$ cat src/rtl/evc_pkg.sv
// Package: shared constants and the configuration record for the event counter.
// Assumes per-cycle event counts and thresholds fit in EVW bits.
package evc_pkg;

    localparam int EVW = 8;                    // per-cycle count and threshold width
    localparam logic [7:0] EV_LOOKUP = 8'h34;  // cache lookup lanes
    localparam logic [7:0] EV_OCC    = 8'h80;  // tracker occupancy (index 0 only)
    localparam logic [7:0] EV_ALLOC  = 8'h81;  // tracker allocations

    // Bit positions inside the configuration word.
    localparam int CF_EDGE = 24;
    localparam int CF_INV  = 25;
    localparam int CF_EN   = 26;
    localparam int CF_BITS = 27;

    typedef struct packed {
        logic           en;
        logic           inv;
        logic           edge_on;
        logic [EVW-1:0] thresh;
        logic [7:0]     umask;
        logic [7:0]     code;
    } evc_cfg_t;

endpackage

$ cat src/rtl/evt_select.sv
// Module: evt_select
// Turns the raw source lanes into the number of selected events for this cycle.
// Assumes NLOOK and NREQ are below 2**EVW and OCC_W <= EVW. Purely combinational.
module evt_select
    import evc_pkg::*;
#(
    parameter int NLOOK = 4,
    parameter int NREQ  = 4,
    parameter int OCC_W = 6
) (
    input  logic [7:0]         code,
    input  logic [7:0]         umask,
    input  logic [NLOOK-1:0]   lk_valid,
    input  logic [2*NLOOK-1:0] lk_state,
    input  logic [2*NLOOK-1:0] lk_kind,
    input  logic [NREQ-1:0]    rq_valid,
    input  logic [NREQ-1:0]    rq_write,
    input  logic [NREQ-1:0]    rq_evict,
    input  logic [OCC_W-1:0]   occ_level,
    output logic [EVW-1:0]     ev_count
);

    logic [NLOOK-1:0] lk_hit;
    logic [NREQ-1:0]  rq_hit;
    logic [EVW-1:0]   lk_sum;
    logic [EVW-1:0]   rq_sum;

    // Per-lane match of lookup state and request filter groups.
    genvar gl;
    generate
        for (gl = 0; gl < NLOOK; gl++) begin : g_lk
            logic [1:0] st;
            logic [1:0] kd;
            logic       st_ok;
            logic       kd_ok;
            assign st = lk_state[2*gl +: 2];
            assign kd = lk_kind[2*gl +: 2];
            assign st_ok = umask[st];
            assign kd_ok = umask[7] || ((kd != 2'd3) && umask[3'd4 + {1'b0, kd}]);
            assign lk_hit[gl] = lk_valid[gl] && st_ok && kd_ok;
        end
        for (gl = 0; gl < NREQ; gl++) begin : g_rq
            assign rq_hit[gl] = rq_valid[gl] &&
                                (umask[0] || (umask[5] && rq_write[gl]) ||
                                 (umask[7] && rq_evict[gl]));
        end
    endgenerate

    // Population count of lookup lane hits.
    always_comb begin
        lk_sum = '0;
        for (int i = 0; i < NLOOK; i++) begin
            lk_sum = lk_sum + EVW'(lk_hit[i]);
        end
    end

    // Population count of allocation lane hits.
    always_comb begin
        rq_sum = '0;
        for (int i = 0; i < NREQ; i++) begin
            rq_sum = rq_sum + EVW'(rq_hit[i]);
        end
    end

    // Source select by event code.
    always_comb begin
        unique case (code)
            EV_LOOKUP: ev_count = lk_sum;
            EV_ALLOC:  ev_count = rq_sum;
            EV_OCC:    ev_count = EVW'(occ_level);
            default:   ev_count = '0;
        endcase
    end

endmodule

$ cat src/rtl/evt_qualify.sv
// Module: evt_qualify
// Converts the per-cycle event count into the amount to add, applying the
// threshold, invert and edge qualifiers. Holds the one-cycle copy of the
// qualified condition used by edge mode; clr empties that copy.
module evt_qualify
    import evc_pkg::*;
(
    input  logic           clk,
    input  logic           rst_n,
    input  logic           clr,
    input  logic           blocked,
    input  logic           edge_on,
    input  logic           inv,
    input  logic [EVW-1:0] thresh,
    input  logic [EVW-1:0] ev_count,
    output logic [EVW-1:0] step
);

    logic cond;
    logic cond_q;
    logic thr_on;

    assign thr_on = (thresh != '0);

    // Qualified condition for this cycle.
    always_comb begin
        if (blocked) begin
            cond = 1'b0;
        end else if (!thr_on) begin
            cond = (ev_count != '0);
        end else if (inv) begin
            cond = (ev_count < thresh);
        end else begin
            cond = (ev_count >= thresh);
        end
    end

    // Amount added this cycle.
    always_comb begin
        if (blocked) begin
            step = '0;
        end else if (edge_on) begin
            step = EVW'(cond && !cond_q);
        end else if (!thr_on) begin
            step = ev_count;
        end else begin
            step = EVW'(cond);
        end
    end

    // Previous-cycle condition register for the edge detector.
    always_ff @(posedge clk) begin
        if (!rst_n || clr) begin
            cond_q <= 1'b0;
        end else begin
            cond_q <= cond;
        end
    end

    AST_EDGE_ONCE: assert property (@(posedge clk) disable iff (!rst_n)
        (edge_on && (step != '0) && !clr) |=> (step == '0));

    AST_THRESH_UNIT: assert property (@(posedge clk) disable iff (!rst_n)
        (thr_on && !edge_on) |-> (step <= EVW'(1)));

endmodule

$ cat src/rtl/evt_accum.sv
// Module: evt_accum
// Holds the configuration word and the counter, serves the register port and
// adds the qualified step while enabled. A counter write wins over counting.
module evt_accum
    import evc_pkg::*;
#(
    parameter int CW = 48
) (
    input  logic           clk,
    input  logic           rst_n,
    input  logic           reg_we,
    input  logic           reg_addr,
    input  logic [CW-1:0]  reg_wdata,
    input  logic [EVW-1:0] step,
    output evc_cfg_t       cfg,
    output logic           cfg_wr,
    output logic [CW-1:0]  count,
    output logic [CW-1:0]  reg_rdata
);

    localparam int PADW = CW - CF_BITS;

    evc_cfg_t      cfg_q;
    logic [CW-1:0] cnt_q;
    logic          cnt_wr;

    assign cfg_wr = reg_we && !reg_addr;
    assign cnt_wr = reg_we && reg_addr;

    // Configuration register.
    always_ff @(posedge clk) begin
        if (!rst_n) begin
            cfg_q <= '0;
        end else if (cfg_wr) begin
            cfg_q.code    <= reg_wdata[7:0];
            cfg_q.umask   <= reg_wdata[15:8];
            cfg_q.thresh  <= reg_wdata[23:16];
            cfg_q.edge_on <= reg_wdata[CF_EDGE];
            cfg_q.inv     <= reg_wdata[CF_INV];
            cfg_q.en      <= reg_wdata[CF_EN];
        end
    end

    // Counter: software write first, then enabled accumulate with wrap.
    always_ff @(posedge clk) begin
        if (!rst_n) begin
            cnt_q <= '0;
        end else if (cnt_wr) begin
            cnt_q <= reg_wdata;
        end else if (cfg_q.en) begin
            cnt_q <= cnt_q + CW'(step);
        end
    end

    // Read mux.
    always_comb begin
        if (reg_addr) begin
            reg_rdata = cnt_q;
        end else begin
            reg_rdata = {{PADW{1'b0}}, cfg_q.en, cfg_q.inv, cfg_q.edge_on,
                         cfg_q.thresh, cfg_q.umask, cfg_q.code};
        end
    end

    assign cfg   = cfg_q;
    assign count = cnt_q;

    AST_SW_WRITE: assert property (@(posedge clk) disable iff (!rst_n)
        cnt_wr |=> (cnt_q == $past(reg_wdata)));

    AST_HOLD_OFF: assert property (@(posedge clk) disable iff (!rst_n)
        (!cfg_q.en && !cnt_wr) |=> $stable(cnt_q));

    AST_CFG_RB: assert property (@(posedge clk) disable iff (!rst_n)
        cfg_wr |=> (cfg_q.code == $past(reg_wdata[7:0])));

endmodule

$ cat src/rtl/evt_counter_top.sv
// Module: evt_counter_top
// One programmable event counter: source select, qualifier and accumulator.
// CTR_IDX tells the copy its position; occupancy counts only at index 0.
module evt_counter_top
    import evc_pkg::*;
#(
    parameter int NLOOK   = 4,
    parameter int NREQ    = 4,
    parameter int OCC_W   = 6,
    parameter int CW      = 48,
    parameter int CTR_IDX = 0
) (
    input  logic               clk,
    input  logic               rst_n,
    input  logic [NLOOK-1:0]   lk_valid,
    input  logic [2*NLOOK-1:0] lk_state,
    input  logic [2*NLOOK-1:0] lk_kind,
    input  logic [NREQ-1:0]    rq_valid,
    input  logic [NREQ-1:0]    rq_write,
    input  logic [NREQ-1:0]    rq_evict,
    input  logic [OCC_W-1:0]   occ_level,
    input  logic               reg_we,
    input  logic               reg_addr,
    input  logic [CW-1:0]      reg_wdata,
    output logic [CW-1:0]      reg_rdata
);

    localparam bit OCC_OK = (CTR_IDX == 0);

    evc_cfg_t       cfg;
    logic           cfg_wr;
    logic [CW-1:0]  count;
    logic [EVW-1:0] ev_count;
    logic [EVW-1:0] step;
    logic           blocked;

    // Occupancy on a non-zero index is refused.
    assign blocked = (cfg.code == EV_OCC) && !OCC_OK;

    evt_select #(.NLOOK(NLOOK), .NREQ(NREQ), .OCC_W(OCC_W)) u_sel (
        .code      (cfg.code),
        .umask     (cfg.umask),
        .lk_valid  (lk_valid),
        .lk_state  (lk_state),
        .lk_kind   (lk_kind),
        .rq_valid  (rq_valid),
        .rq_write  (rq_write),
        .rq_evict  (rq_evict),
        .occ_level (occ_level),
        .ev_count  (ev_count)
    );

    evt_qualify u_qual (
        .clk      (clk),
        .rst_n    (rst_n),
        .clr      (cfg_wr),
        .blocked  (blocked),
        .edge_on  (cfg.edge_on),
        .inv      (cfg.inv),
        .thresh   (cfg.thresh),
        .ev_count (ev_count),
        .step     (step)
    );

    evt_accum #(.CW(CW)) u_acc (
        .clk       (clk),
        .rst_n     (rst_n),
        .reg_we    (reg_we),
        .reg_addr  (reg_addr),
        .reg_wdata (reg_wdata),
        .step      (step),
        .cfg       (cfg),
        .cfg_wr    (cfg_wr),
        .count     (count),
        .reg_rdata (reg_rdata)
    );

    generate
        if (!OCC_OK) begin : g_occ_chk
            AST_OCC_BLOCKED: assert property (@(posedge clk) disable iff (!rst_n)
                ((cfg.code == EV_OCC) && !(reg_we && reg_addr)) |=> $stable(count));
        end
    endgenerate

    AST_RAW_ADD: assert property (@(posedge clk) disable iff (!rst_n)
        (cfg.en && !cfg.edge_on && (cfg.thresh == '0) && !blocked && !(reg_we && reg_addr))
        |=> (count == $past(count) + CW'($past(ev_count))));

endmodule

$ cat config.mk
export PLATFORM = sky130hd
export DESIGN_NAME = evt_counter_top
export DESIGN_NICKNAME = d
export VERILOG_FILES = /design/src/rtl/evc_pkg.sv /design/src/rtl/evt_select.sv /design/src/rtl/evt_qualify.sv /design/src/rtl/evt_accum.sv /design/src/rtl/evt_counter_top.sv
export SDC_FILE = /design/constraint.sdc
export NUM_CORES = 1
export LEC_CHECK = 0
export BUFFER_PORTS_ARGS = -buffer_cell sky130_fd_sc_hd__buf_2
export CORE_ASPECT_RATIO = 0.5
export CORE_UTILIZATION = 45
export CTS_CLUSTER_SIZE = 16
export DETAILED_ROUTE_END_ITERATION = 10
export PLACE_DENSITY = 0.69
export SLEW_MARGIN = 5
export SYNTH_ARGS = -nofsm -noshare
export SYNTH_HDL_FRONTEND = slang
export SYNTH_HIERARCHICAL = 1
export SYNTH_SLANG_ARGS = --single-unit
export TNS_END_PERCENT = 10
$ cat constraint.sdc
create_clock -name clk -period 5.3 [get_ports clk]
set_input_delay 0.265 -clock clk [delete_from_list [all_inputs] [get_ports clk]]
set_output_delay 0.265 -clock clk [all_outputs]
set_load 0.05 [all_outputs]
Word-level counts from Yosys, hierarchy flattened
Index checks and enable logic that the tools add are counted.
Widths: inputs -> output; s select.

storage, ports and cells
  bits in latches = 0
  memory bits (writable) = 0
  output and inout bits = 48
  word-level logic and storage cells = 106
  memories = 0
  register bits after elaboration = 76
  bits in read-only memories = 0
  bits of input ports = 90

operators by class
  bitwise logic cells = 0
  reductions and logical operators = 46
  multiply operators = 0
  shift operators = 0
  mux-type cells = 24
  order comparisons = 10
  add/sub/neg operators = 11
  equal/unequal tests = 7
  divide/modulo/power cells = 0

operator list
  cell                 number
  $mux 48              3
  $add 48x8->48        1
  $add 8x1->8          4
  $logic_and 1x1->1    27
  $pmux 8 s3           1
  $eq 8x8->1 const B   2
  $lt 2x4->1 const B   4
  $lt 3x4->1 const B   4
  $mux 8               2
  $reduce_bool 8->1    2
  $logic_or 1x1->1     13
  $add 3x2->3 const A  4
  $bmux 1 s3           4
  $mux 1               10
  $bmux 1 s2           4
  $eq 8x6->1 const B   1
  $ge 8x8->1           1
  $lt 8x8->1           1
  $ne 2x2->1 const B   4
  $add 1x1->2          2
  $logic_not 1->1      3
  $reduce_bool 2->1    1

Depth between registers and ports, before layout
Gate-level depths: netlist (run 1).

  depth after elaboration = 18
  mapped depth = 24
  depth with buffers taken out = 22

By module
Netlist (run 1), hierarchy kept.

modules (own cells, without submodules)
  module           cells an instance  instances  area an instance (µm²)  sequential area each (µm²)
  evt_accum        557                1          4458.0                  1501.4
  evt_select       58                 1          550.5                   0.0
  evt_qualify      64                 1          422.9                   20.0
  evt_counter_top  1                  1          3.8                     0.0

Least setup slack after synthesis (run 1)
Ideal clock, no wire load.

  kind = register to register
  start = register u_acc/cfg[15] (netlist name)
  end = register u_acc.cnt_q[10] (netlist: u_acc/count[10])
  library setup time = 74 ps
  arrival = 5106 ps
  stages on the path, launching flop included = 24
  clock period less this slack = 5180 ps
  required time = 5226 ps
  path slack = 120 ps
  buffers on the path = 2
  cells stage by stage = dfxtp_1 -> a221o_1 -> nand2_1 -> fa_1 -> inv_1 -> ha_1 -> ha_1 -> mux2_2 -> a32oi_1 -> nor2_1 -> ha_1 -> a21oi_1 -> o21ai_0 -> mux2i_1 -> o21ai_1 -> ha_1 -> fa_1 -> a21oi_1 -> o21ai_0 -> a221oi_1 -> clkbuf_1 -> clkbuf_1 -> o21ai_0 -> a31oi_1

between the ends
  longest elaborated chain between the ends = 17
  elaborated cells between the ends (all ways) = 50
  those cells by class = 7 x add/sub; 2 x order compare; 15 x mux; 26 x reduce/logical

ends and longest elaborated chain
  element                                             line                                  RTL
  $bmux 1 s3                                          evt_select.sv:39                      assign kd_ok = umask[7] || ((kd != 2'd3) && umask[3'd4 + {1'b0, kd}]);
  $mux 1 (not written as such)                        evt_select.sv:39
  $logic_and 1x1->1                                   evt_select.sv:39
  $logic_or 1x1->1                                    evt_select.sv:39
  $logic_and 1x1->1                                   evt_select.sv:40                      assign lk_hit[gl] = lk_valid[gl] && st_ok && kd_ok;
  $add 1x1->2                                         evt_select.sv:53                      lk_sum = lk_sum + EVW'(lk_hit[i]);
  $add 8x1->8 (2 in series)                           evt_select.sv:53
  $pmux 8 s3 (*)                                      evt_select.sv:67                      unique case (code)
  via ev_count[1]                                     evt_counter_top.sv:33                 logic [EVW-1:0] ev_count;
  [... 1 more ...]                                    --
  $mux 1                                              evt_qualify.sv:31                     end else if (inv) begin
  $mux 1 (*)                                          evt_qualify.sv:29                     end else if (!thr_on) begin
  $mux 8 / $logic_and 1x1->1 (equally long branches)  evt_qualify.sv:44, evt_qualify.sv:43
  $mux 8 (*)                                          evt_qualify.sv:42                     end else if (edge_on) begin
  via step[0]                                         evt_counter_top.sv:34                 logic [EVW-1:0] step;
  $add 48x8->48 (*)                                   evt_accum.sv:51                       cnt_q <= cnt_q + CW'(step);
  $mux 48 (*)                                         evt_accum.sv:50                       end else if (cfg_q.en) begin
  $mux 48 (*)                                         evt_accum.sv:48                       end else if (cnt_wr) begin
  end signal: assignment                              evt_accum.sv:49                       cnt_q <= reg_wdata;
  end signal: assignment                              evt_accum.sv:51
  end: declaration                                    evt_accum.sv:24                       logic [CW-1:0] cnt_q;

Mark *: on every way through the listed nets, which the timed path passes. The rest lies on a longest branch. The select of a mux whose other input is x is not followed.
A chain may end at the register's enable or synchronous reset.

Worst setup path after layout (run 1)
  start = register u_acc/cfg[12] (netlist name)
  end = register u_acc.cnt_q[47] (netlist: u_acc/count[47])

between the ends
  longest elaborated chain between the ends = 17
  elaborated cells between the ends (all ways) = 35
  those cells by class = 4 x add/sub; 2 x order compare; 15 x mux; 14 x reduce/logical

ends and longest elaborated chain
  element                                             line
  $bmux 1 s3                                          evt_select.sv:39
  $mux 1 (not written as such)                        evt_select.sv:39
  $logic_and 1x1->1                                   evt_select.sv:39
  $logic_or 1x1->1                                    evt_select.sv:39
  $logic_and 1x1->1                                   evt_select.sv:40
  $add 1x1->2                                         evt_select.sv:53
  $add 8x1->8                                         evt_select.sv:53
  $add 8x1->8 (*)                                     evt_select.sv:53
  [... 1 more ...]                                    --
  via ev_count[1]                                     evt_counter_top.sv:33
  [... 1 more ...]                                    --
  $mux 1                                              evt_qualify.sv:31
  $mux 1 (*)                                          evt_qualify.sv:29
  $mux 8 / $logic_and 1x1->1 (equally long branches)  evt_qualify.sv:44, evt_qualify.sv:43
  $mux 8 (*)                                          evt_qualify.sv:42
  via step[0]                                         evt_counter_top.sv:34
  $add 48x8->48 (*)                                   evt_accum.sv:51
  $mux 48 (*)                                         evt_accum.sv:50
  $mux 48 (*)                                         evt_accum.sv:48

Marked as above.

==> flow_metrics.tcl, run 1 <==
set metrics [dict create \
    avgSynthCellArea_um2 7.993 \
    power_mw 1.631 \
    synth_top_cell_area_share_pct 27.99 \
    ir_worst_vdd_v 0.0001393 \
    die_w_um 157.4 \
    die_h_um 79.71 \
    antenna_found_initial 0 \
    cts.path.max_buffers 2 \
    wl_per_cell_um 17.29 \
    finalSetupTns_ns 0 \
    seq_area_frac_synth_pct 27.99 \
    cts_tree "built" \
    maxCapViolCount 0 \
    place_hpwl_um 11900 \
    rows 27 \
    antenna_left 0 \
    layout_commonest_cell "buf_2" \
    drc 0 \
    die_area_um2 12550 \
    period_minus_slack_ns 4.975 \
    leakagePower_nw 2.669 \
    powerDensity_nw_per_um2 248.2 \
    gr-total-overflow 0 \
    area_growth_pct 20.88 \
    rsz0062_at_grt "yes" \
    critPathMaxFanout 6 \
    startpoint_type "register" \
    clk_pin_slew_ns 0.06 \
    firstDrtPassIters 4 \
    hold_class "input port to register" \
    drtIter0Drc 413 \
    clock-root-buffer "clkbuf_16" \
    viasPerCell 5.919 \
    drive_gt1_share_pct 27.61 \
    crit_arrival_ns 5.22 \
    maxClockFrequency_ghz 0.2010 \
    numCtsBuffers 9 \
    core_um2 11380 \
    tightest_slew_ns 1.227 \
    ys_seq_elements 76 \
    vias 5700 \
    outcome "completed" \
    synthCells 680 \
    clk_latency_ns 0.34 \
    totalWireLength_um 16650 \
    layout_worst_path_cycle_share_pct 93.86 \
    layout.nets 913 \
    final_cell_mix "137 x buf_2, 84 x nand2_1, 73 x dfxtp_1" \
    grt_start_max_net_pins 63 \
    finalHoldViolCount 0 \
    hold-worst-slack_ns 0.1662 \
    htree_levels 3 \
    io-pin-count 138 \
    critPathRequiredTime_ns 5.55 \
    diodes 0 \
    routabilityCongestion 0.9027 \
    relSlewSlack_pct 18.13 \
    setup_viol 0 \
    grt_pass1_vias 5182 \
    synth_warnings 6 \
    synth_edf_count 0 \
    synth_flop_cell "dfxtp_1" \
    clock-sinks 76 \
    synth_area_leaders "dfxtp_1 28%, mux2_2 6.0%, nand2_1 5.9%" \
    worstSetupEndpointType "register" \
    grt_usage_pct 27.53 \
    finClkSkew_ns 0.004993 \
    final-max-slew-violation-count 0 \
    initial_core_util_pct 47.74 \
    critPathKind "register to register" \
    async_reset_ff_share_pct 0 \
    synth_cell_types 68 \
    grt_pass1_wl_um 26850 \
    syn-cell-area_um2 5435 \
    portBuffers 137 \
    synth_top_cell_by_area "dfxtp_1" \
]
## area by class of cell
class | instances | area (um^2)
inverter | 27 | 101.3
timing repair buffer | 148 | 780.7
clock buffer | 9 | 225.2
sequential | 76 | 1528
multi-input combinational | 538 | 3656
fill | 1114 | 4815
tap | 159 | 198.9
clock inverter | 6 | 80.08
## flip-flops by register name (all words and copies together) (netlist names)
name,count
u_acc/count,48
u_acc/cfg,27
u_qual/cond_q,1
## worst paths after layout
check / slack, ns / startpoint / to / cells after the start
setup / recovery: 0.33 / u_acc/cfg[12] / u_acc/count[47] / 20
hold reg to reg: 0.47 / u_acc/cfg[1] / u_acc/cfg[1] / 2
setup reg to reg: 0.33 / u_acc/cfg[12] / u_acc/count[47] / 20
hold / removal: 0.17 / reg_wdata[7] / u_acc/count[7] / 3
## cell usage after synthesis, drive strengths merged, types with 5 or more instances
master / instances
inv: 27
nand2: 85
nor3: 9
and3: 6
a21oi: 60
nand4: 18
clkbuf: 28
o31ai: 7
a31oi: 17
dfxtp: 76
or4: 10
and4: 8
or3: 14
and2: 34
xnor2: 19
mux2: 29
buf: 14
ha: 20
a2111oi: 9
a211oi: 19
mux2i: 10
nand3: 16
nor2: 23
nor4: 9
o211ai: 5
o21ai: 56
## what timing repair did
action,in CTS,in global routing
setup buffers,0,1
hold endpoints to repair,0,0
setup endpoints to repair,1,32
pin swaps,0,1
hold buffers,0,0
gates resized for setup,1,12
## layer usage
layer  vias up  global-route usage, %  routed length [um]
met5         -                      0                   0
met3        18                  4.886                1199
li1       2763                      -                   -
met4         0                  7.184                 189
met2       213                  42.12                7017
met1      2706                  39.54                8245
## power breakdown
| part | leakage (nW) | total (mW) | internal, mW | switching [mW] |
|---|---|---|---|---|
| sequential | 0.626 | 0.655 | 0.606 | 0.0487 |
| clock | 0.155 | 0.647 | 0.406 | 0.241 |
| combinational | 1.89 | 0.329 | 0.122 | 0.207 |
## worst max-delay path, stage by stage (launching register included)
cell	delay, ns
dfxtp_1	0.46
mux2i_1	0.11
mux2i_1	0.13
o211ai_1	0.13
fa_1	0.56
inv_1	0.04
ha_1	0.19
ha_1	0.27
a32oi_1	0.19
nor2_1	0.09
ha_1	0.31
a21oi_1	0.14
o21ai_1	0.09
mux2i_1	0.14
o21ai_1	0.15
ha_1	0.23
a211oi_1	0.12
or3b_1	0.51
a2111o_1	0.49
or3_1	0.37
a31oi_1	0.17
## cells by family (layout without fill, tap and decap cells)
logic type	Yosys count	after routing	share of synthesized area, %
adders and majority gates	23	23	5.709
xor gates and xnor gates	22	22	3.545
other	2	6	0.1382
and+or+nand+nor	246	246	24.63
muxes	43	43	9.507
buffers and inverters	70	190	5.594
DFF	76	76	27.99
AOI/OAI and AO/OA	198	198	22.88
## stage by stage
stage / area [um^2] / util [%] / worst slack [ns] / std cells
6_report: 6570 / 57.71 / 0.3253 / 963
2_1_floorplan: 5450 / - / 0.1197 / 684
5_1_grt: 6570 / 57.71 / -0.002300 / 963
4_1_cts: 6540 / 57.45 / 0.07987 / 962
3_3_place_gp: 6235 / 54.76 / 0.1041 / 947
3_5_place_dp: 6235 / 54.76 / 0.02438 / 947
No activity file was read; power rests on OpenSTA's default activity.
==> run 2, diff against run 1 <==
RECOVER_POWER = 50   (was unset)
==> flow_metrics.tcl, run 2 (synthesis results as in run 1) <==
set metrics [dict create \
    outcome "finished with violations" \
    failed_checks "capacitance limit, slew limit" \
    ir_worst_vdd_v 0.0001393 \
    drtIter0Drc 363 \
    regToRegSetupSlack_ns 0.33 \
    diodes 0 \
    area_growth_pct 19.77 \
    grt_usage_pct 27.53 \
    totalWireLength_um 16690 \
    tightest_slew_ns 1.551 \
    grt_pass1_wl_um 26850 \
    vias 5702 \
    maxClockFrequency_ghz 0.2012 \
    grt_start_max_net_pins 63 \
    finClkSkew_ns 0.005161 \
    setup_viol 0 \
    largest_reg_flops 48 \
    antenna_found_initial 0 \
    leakagePower_nw 2.486 \
    final-max-slew-violation-count 29 \
    layout.nets 913 \
    powerDensity_nw_per_um2 250.3 \
    viasPerCell 5.921 \
    portBuffers 137 \
    critPathKind "register to register" \
    maxCapViolCount 1 \
    wl_per_cell_um 17.33 \
    die_area_um2 12550 \
    layout_worst_path_cycle_share_pct 93.76 \
    clk_latency_ns 0.34 \
    r2r_end "u_acc/count[47]" \
    initial_core_util_pct 47.74 \
    cts.path.max_buffers 2 \
    antenna_left 0 \
    min_from "reg_wdata[7]" \
    placed_area_um2 6235 \
    period_minus_slack_ns 4.969 \
    drive_gt1_share_pct 21.52 \
    crit_arrival_ns 5.22 \
    rsz0062_at_grt "yes" \
    hold_buffers 0 \
    r2r_start "u_acc/cfg[12]" \
    instances_no_fill 963 \
    hold_class "input port to register" \
    drc 0 \
    critPathMaxFanout 6 \
    worstSetupEndpointType "register" \
    design_area_um2 6510 \
    min_to "u_acc/count[7]" \
    finalHoldViolCount 0 \
    die_w_um 157.4 \
    relSlewSlack_pct -3.429 \
    clock-sinks 76 \
    htree_levels 3 \
    firstDrtPassIters 5 \
    cts_tree "built" \
    final_cell_mix "92 x buf_2, 84 x nand2_1, 73 x dfxtp_1" \
    clock-root-buffer "clkbuf_16" \
    place_hpwl_um 11900 \
    power_mw 1.630 \
    io-pin-count 138 \
    numCtsBuffers 9 \
    dp_cells 947 \
    rows 27 \
    critPathRequiredTime_ns 5.55 \
    r2r_cells 20 \
    routabilityCongestion 0.9027 \
    core_um2 11380 \
    layout_commonest_cell "buf_2" \
    die_h_um 79.71 \
    startpoint_type "register" \
    clk_pin_slew_ns 0.06 \
    whs_path_depth 3 \
    gr-total-overflow 0 \
    grt_pass1_vias 5182 \
]
[run 2: changes by cell type in the layout (fill, tap and decap cells not counted), sizes merged]
cell,before,now
clkbuf,9,55
buf,148,102
[run 2: repair_timing]
action                                  in CTS  in global routing
endpoints found under the setup margin       1                 32
pin swaps                                    0                  1
setup buffers                                0                  1
resized for setup                            1                 12
[run 2: layout make-up]
class	instances	area, um^2
multi-input combinational	538	3656
inverter	27	101.3
clock inverter	6	80.08
fill	1135	4875
sequential	76	1528
timing repair buffer	148	720.7
tap	159	198.9
clock buffer	9	225.2
[run 2: per-layer routing]
layer	part of all wire [%]	up-vias	wire length [um]	track usage (%)
met1	49	2692	8244	39.54
met5	0	-	0	0
met3	7.7	18	1280	4.886
met2	42	225	6969	42.12
li1	-	2767	-	-
met4	1.2	0	199	7.184
[run 2: how the worst max path moves through the flow]
stage / startpoint / end / slack [ns]
finish: u_acc/cfg[12] / u_acc/count[47] / 0.33
floorplan: u_acc/cfg[15] / u_acc/count[10] / 0.12
global route: u_acc/cfg[15] / u_acc/count[38] / -0.002
CTS: u_acc/cfg[13] / u_acc/count[38] / 0.08
detailed placement: u_acc/cfg[8] / u_acc/count[14] / 0.02
global placement: u_acc/cfg[13] / u_acc/count[14] / 0.10
[run 2: worst max-delay path, cell delays in order (launching register included)]
cell	delay (ns)
dfxtp_1	0.46
mux2i_1	0.11
mux2i_1	0.13
o211ai_1	0.14
fa_1	0.56
inv_1	0.04
ha_1	0.18
ha_1	0.27
a32oi_1	0.19
nor2_1	0.09
ha_1	0.31
a21oi_1	0.14
o21ai_1	0.09
mux2i_1	0.14
o21ai_1	0.15
ha_1	0.22
a211oi_1	0.12
or3b_1	0.50
a2111o_1	0.49
or3_1	0.37
a31oi_1	0.17
[run 2: per-stage QoR]
step / setup TNS [ns] / setup WS, ns / hold slack [ns] / utilization, %
final: 0 / 0.3306 / 0.1669 / 57.18
after global routing: -0.002301 / -0.002301 / 0.1711 / 57.18
after CTS: 0 / 0.07987 / 0.1593 / 57.45
after detailed placement: 0 / 0.02438 / 0.4652 / 54.76
after global placement: 0 / 0.1041 / 0.4570 / 54.76
after floorplan: 0 / 0.1197 / 0.3947 / -
[run 2: power by group]
group	internal (mW)	switching (mW)	total, mW
Clock	0.406	0.244	0.650
Sequential	0.606	0.0491	0.655
Combinational	0.117	0.208	0.324
Total	1.13	0.501	1.63
